===== src/rtl/bankrf_pkg.sv =====
package bankrf_pkg;

  localparam int IDX_W    = 4;
  localparam int PC_INDEX = 15;
  localparam int USR_GP   = 15;            // indices 0..14 in user view
  localparam int FIQ_CNT  = 5;             // indices 10..14 banked in FIQ
  localparam int FIQ_LO   = USR_GP - FIQ_CNT;
  localparam int SHD_CNT  = 2;             // indices 13..14 banked in IRQ/SVC
  localparam int SHD_LO   = USR_GP - SHD_CNT;
  localparam int FIQ_BASE = USR_GP;
  localparam int IRQ_BASE = FIQ_BASE + FIQ_CNT;
  localparam int SVC_BASE = IRQ_BASE + SHD_CNT;
  localparam int PHYS_GP  = SVC_BASE + SHD_CNT;   // 24 general words
  localparam int PHYS_W   = $clog2(PHYS_GP);

  typedef enum logic [1:0] {
    MODE_USR = 2'b00,
    MODE_FIQ = 2'b01,
    MODE_IRQ = 2'b10,
    MODE_SVC = 2'b11
  } cpuMode_e;

  typedef struct packed {
    logic [PHYS_W-1:0] physA;
    logic              selPcA;
    logic [PHYS_W-1:0] physB;
    logic              selPcB;
    logic              wrGen;
    logic [PHYS_W-1:0] physW;
    logic              wrPc;
    logic              pcFromAlu;
  } rfStrobes_t;

  // Architectural index (0..14) to general storage word for a mode.
  function automatic logic [PHYS_W-1:0] mapIndex(input cpuMode_e m,
                                                 input logic [IDX_W-1:0] idx);
    int unsigned i;
    int unsigned p;
    i = int'(idx);
    p = i;
    case (m)
      MODE_FIQ: if (i >= FIQ_LO && i < USR_GP) p = FIQ_BASE + (i - FIQ_LO);
      MODE_IRQ: if (i >= SHD_LO && i < USR_GP) p = IRQ_BASE + (i - SHD_LO);
      MODE_SVC: if (i >= SHD_LO && i < USR_GP) p = SVC_BASE + (i - SHD_LO);
      default:  p = i;
    endcase
    if (p >= PHYS_GP) p = 0;
    return PHYS_W'(p);
  endfunction

endpackage


===== src/rtl/bankrf_ctrl.sv =====
module bankrf_ctrl
  import bankrf_pkg::*;
(
  input  logic [1:0]       mode,
  input  logic [IDX_W-1:0] rdIdxA,
  input  logic [IDX_W-1:0] rdIdxB,
  input  logic             wrEn,
  input  logic [IDX_W-1:0] wrIdx,
  input  logic             pcWrEn,
  output rfStrobes_t       strobes
);

  cpuMode_e curMode;
  logic     wrToPc;

  always_comb begin
    curMode = cpuMode_e'(mode);
    wrToPc  = wrEn && (wrIdx == IDX_W'(PC_INDEX));

    strobes.selPcA    = (rdIdxA == IDX_W'(PC_INDEX));
    strobes.physA     = mapIndex(curMode, rdIdxA);
    strobes.selPcB    = (rdIdxB == IDX_W'(PC_INDEX));
    strobes.physB     = mapIndex(curMode, rdIdxB);
    strobes.wrGen     = wrEn && !wrToPc;
    strobes.physW     = mapIndex(curMode, wrIdx);
    strobes.pcFromAlu = wrToPc;
    strobes.wrPc      = pcWrEn && !wrToPc;
  end

endmodule


===== src/rtl/bankrf_dpath.sv =====
module bankrf_dpath
  import bankrf_pkg::*;
#(
  parameter int          DATA_W   = 32,
  parameter logic [31:0] RESET_PC = 32'h0
)(
  input  logic              clk,
  input  logic              rst_n,
  input  rfStrobes_t        strobes,
  input  logic [DATA_W-1:0] wrData,
  input  logic [DATA_W-1:0] pcWrData,
  output logic [DATA_W-1:0] rdDataA,
  output logic [DATA_W-1:0] rdDataB,
  output logic [DATA_W-1:0] pcRdData,
  output logic              pcRedirect
);

  logic [DATA_W-1:0] gpWord [PHYS_GP];
  logic [DATA_W-1:0] pcWord;
  logic              redirectQ;

  for (genvar g = 0; g < PHYS_GP; g++) begin : g_word
    always_ff @(posedge clk) begin
      if (!rst_n)
        gpWord[g] <= '0;
      else if (strobes.wrGen && (strobes.physW == PHYS_W'(g)))
        gpWord[g] <= wrData;
    end
  end

  always_ff @(posedge clk) begin
    if (!rst_n) begin
      pcWord    <= DATA_W'(RESET_PC);
      redirectQ <= 1'b0;
    end else begin
      redirectQ <= strobes.pcFromAlu;
      if (strobes.pcFromAlu)
        pcWord <= wrData;
      else if (strobes.wrPc)
        pcWord <= pcWrData;
    end
  end

  always_comb begin
    rdDataA    = strobes.selPcA ? pcWord : gpWord[strobes.physA];
    rdDataB    = strobes.selPcB ? pcWord : gpWord[strobes.physB];
    pcRdData   = pcWord;
    pcRedirect = redirectQ;
  end

endmodule


===== src/rtl/bankrf_top.sv =====
module bankrf_top
  import bankrf_pkg::*;
#(
  parameter int          DATA_W   = 32,
  parameter logic [31:0] RESET_PC = 32'h0
)(
  input  logic              clk,
  input  logic              rst_n,
  input  logic [1:0]        mode,
  input  logic [3:0]        rdIdxA,
  output logic [DATA_W-1:0] rdDataA,
  input  logic [3:0]        rdIdxB,
  output logic [DATA_W-1:0] rdDataB,
  input  logic              wrEn,
  input  logic [3:0]        wrIdx,
  input  logic [DATA_W-1:0] wrData,
  input  logic              pcWrEn,
  input  logic [DATA_W-1:0] pcWrData,
  output logic [DATA_W-1:0] pcRdData,
  output logic              pcRedirect
);

  rfStrobes_t strobes;

  bankrf_ctrl u_ctrl (
    .mode    (mode),
    .rdIdxA  (rdIdxA),
    .rdIdxB  (rdIdxB),
    .wrEn    (wrEn),
    .wrIdx   (wrIdx),
    .pcWrEn  (pcWrEn),
    .strobes (strobes)
  );

  bankrf_dpath #(
    .DATA_W   (DATA_W),
    .RESET_PC (RESET_PC)
  ) u_dpath (
    .clk        (clk),
    .rst_n      (rst_n),
    .strobes    (strobes),
    .wrData     (wrData),
    .pcWrData   (pcWrData),
    .rdDataA    (rdDataA),
    .rdDataB    (rdDataB),
    .pcRdData   (pcRdData),
    .pcRedirect (pcRedirect)
  );

endmodule


===== config.mk =====
export PLATFORM = sky130hd
export DESIGN_NAME = bankrf_top
export DESIGN_NICKNAME = d
export VERILOG_FILES = /design/src/rtl/bankrf_pkg.sv /design/src/rtl/bankrf_ctrl.sv /design/src/rtl/bankrf_dpath.sv /design/src/rtl/bankrf_top.sv
export SDC_FILE = /design/constraint.sdc
export NUM_CORES = 2
export LEC_CHECK = 0
export ABC_AREA = 1
export BUFFER_PORTS_ARGS = -buffer_cell sky130_fd_sc_hd__buf_2
export CAP_MARGIN = 20
export CORE_MARGIN = 4
export CORE_UTILIZATION = 45
export DETAILED_ROUTE_END_ITERATION = 8
export GPL_ROUTABILITY_DRIVEN = 0
export MAX_ROUTING_LAYER = met4
export PLACE_DENSITY = 0.65
export SETUP_SLACK_MARGIN = 0.02
export SYNTH_ARGS = -nofsm -noshare
export SYNTH_HDL_FRONTEND = slang
export SYNTH_SLANG_ARGS = --single-unit

===== constraint.sdc =====
create_clock -name clk -period 8.7 [get_ports clk]
set_input_delay 1.74 -clock clk [delete_from_list [all_inputs] [get_ports clk]]
set_output_delay 1.74 -clock clk [all_outputs]
set_load 0.1 [all_outputs]

==> results.json <==
{
  "grt.total_usage_pct": 35.5,
  "finalInstanceArea_um2": 57900,
  "multi_input_area_um2": 22000,
  "use_met2_pct": 49.9,
  "cts_hold_buf": 0,
  "pre_cts_ws_ns": 0.526,
  "cp_num_buf_inv": 10,
  "critical_path.startpoint": "rdIdxB[1]",
  "busiest_layer": "met2",
  "final.setup_skew_ns": 0,
  "via_per_inst": 6.45,
  "ys_ff_latch": 801,
  "timing.rr.start": "u_dpath.pcRdData[5]",
  "grt_max_degree": 181,
  "routed_wl_um": 217000,
  "intPower_w": 0.00812,
  "yosys_warnings": 0,
  "power.switching_w": 0.00539,
  "final-seq-area_um2": 23700,
  "cellPowerDensity_nw_per_um2": 234,
  "cts_tree": "built",
  "combPwrFrac_pct": 36.4,
  "row_count": 124,
  "cp-end-kind": "output pin",
  "cts_root_buf": "clkbuf_16",
  "die-height_um": 347,
  "violations": "DRC",
  "cellLeakagePower_nw": 26.1,
  "ys_seq_area_share_pct": 45.9,
  "die_area_um2": 120000,
  "worst_pin_slew_ns": 1.27,
  "power_frac_clock_pct": 29.8,
  "setup_viol": 0,
  "grt_pass1_wl_um": 318000,
  "hold_class": "flop to flop",
  "cts_max_level": 3,
  "num_io_pins": 179,
  "mostFrequentLayoutCell": "nand3_1",
  "clkSlewWorstSetupHoldPaths_ns": 0.06,
  "final_util_pct": 50.7,
  "worstSkewPairLatency_ns": 0.69,
  "initial_core_util_pct": 45.3,
  "wire_per_inst_um": 26.4,
  "synth_fp_nets": 7035,
  "critPathSlowestCell": "inv_4",
  "worst_slack_ns": 0.282,
  "core_um2": 114000,
  "antenna_found_initial": 6,
  "arrival_ns": 6.68,
  "overflow": 0,
  "critical_path.max_fanout": 32,
  "post_cts_buffers": 0,
  "post_cts_resized": 0,
  "hp-start": "u_dpath.pcRdData[11]",
  "finalCriticalPeriod_ns": 8.42,
  "drive_gt1_share_pct": 8.95,
  "io_buffer_count": 178,
  "cts_sinks": 801,
  "area_growth_pct": 11.9,
  "yosys.cell_types.count": 41,
  "vdd_drop_max_uv": 294,
  "ant_nets": 0,
  "syn-instance-count": 6887,
  "fmax_mhz": 119,
  "drc": 1,
  "slew_violations": 0,
  "critPathMaxStageDelay_ns": 0.57,
  "required_ns": 6.96,
  "critPathTopFamily": "buffers and inverters",
  "layout_common_cells": "1405 x nand3_1, 1092 x nand2_1, 890 x inv_1",
  "hold_viol_final": 0,
  "drt_pass1_iterations": 9,
  "syn-cell-area_um2": 51700,
  "cts_buffers": 92,
  "grt_setup_unrepaired": "no",
  "gr-usage-met1_pct": 45.4,
  "start_kind": "input port",
  "dpl_cell_area_um2": 54700,
  "clock_path_buffers": 3,
  "worst-setup-path-type": "input port to output pin",
  "finalCritPeriodShare_pct": 96.8,
  "drv_cap": 0,
  "grtUsageMet3_pct": 10.6,
  "status": "finished with violations",
  "tns_ns": 0,
  "seqPwrFrac_pct": 33.8,
  "dp_hpwl_um": 120000,
  "swShare_pct": 39.9,
  "nets": 6799,
  "grt_pass1_vias": 50175,
  "drt-initial-drc-count": 9891,
  "avgSynthCellArea_um2": 7.51,
  "maxSlewHeadroom_pct": 15.3,
  "crit_path_frequent_cell": "nand2_1",
  "die_w_um": 347,
  "n_fill_cell": 10867,
  "vias": 53199
}
[through the flow]
stage	hold WS [ns]	std cells	power, W
6_report	0.716	8244	0.0135
2_1_floorplan	1.28	6887	0.00763
3_3_place_gp	0.699	8058	0.00933
5_1_grt	0.756	8244	0.0139
4_1_cts	0.725	8235	0.0133
3_5_place_dp	0.708	8063	0.00937
[tightest hold or removal path, stage by stage (launching register included)]
cell     delay (ns)
dfxtp_1        0.36
mux2_2         0.15
o21ai_0        0.06
a21oi_1        0.10
[metal layers]
metal / part of all wire, % / wire length (µm)
met5: 0 / 0
met4: 7.0 / 15100
met1: 36 / 77400
met3: 16 / 34800
met2: 41 / 90000
[kinds of logic (layout without fill, tap and decap cells)]
| family | Yosys count | in the layout | synth area share (%) |
|---|---|---|---|
| DFF | 801 | 801 | 45.9 |
| other | 0 | 3 | 0 |
| xor gates and xnor gates | 11 | 11 | 0.201 |
| adders and majority gates | 66 | 66 | 1.60 |
| muxes | 32 | 32 | 0.697 |
| buffers and inverters | 1606 | 1448 | 12.1 |
| AOI/OAI and AO/OA | 183 | 183 | 1.86 |
| and+or+nand+nor | 4188 | 4188 | 37.7 |
[synthesized netlist by cell type, drive strengths merged]
cell     number  area (µm²)
edfxtp      768       23100
clkinv       35         131
clkbuf      404        1520
o2111ai       1        8.76
a31oi         3        18.8
buf         251        1170
mux2         32         360
or2           2        12.5
o21ai        60         300
nand3      1430        7170
nand2      1127        4240
dfxtp        33         661
ha           66         826
nor3          7        40.0
nand4       738        4620
o22ai         2        12.5
o211ai       10        75.1
nand3b        3        22.5
nor4          6        43.8
xor2          9        86.3
o221ai        1        8.76
xnor2         2        17.5
a21o          1        7.51
nor2        874        3320
inv         916        3440
a21oi       103         515
o21bai        1        7.51
and2          1        6.26
a311oi        1        8.76
[state kept, by name, indices dropped and copies added, names as in the netlist]
name	count
u_dpath.gpWord	768
u_dpath.pcRedirect	1
u_dpath.pcRdData	32
[cell type report]
cell class,count,share of cell area (%)
Clock inverter,55,1.03
Sequential cell,801,41.0
Clock buffer,117,4.24
Multi-Input combinational cell,4480,38.1
Antenna cell,3,0.0130
Tap cell,1512,3.27
Timing Repair Buffer,325,6.16
Inverter,951,6.19
[final timing paths]
path	end	slack (ns)	depth (start not counted)
setup / recovery	rdDataB[1]	0.28	28
hold / removal	u_dpath.pcRdData[11]	0.72	3
setup reg to reg	u_dpath.pcRdData[5]	7.60	3
hold reg to reg	u_dpath.pcRdData[11]	0.72	3
[power by group through the flow]
stage	sequential, W	combinational, W	clock (W)
2_1_floorplan	0.00469	0.00294	0
3_3_place_gp	0.00464	0.00470	0
3_5_place_dp	0.00464	0.00473	0
4_1_cts	0.00456	0.00475	0.00403
5_1_grt	0.00459	0.00510	0.00419
6_report	0.00456	0.00492	0.00403
(Power assumes the default switching activity.)
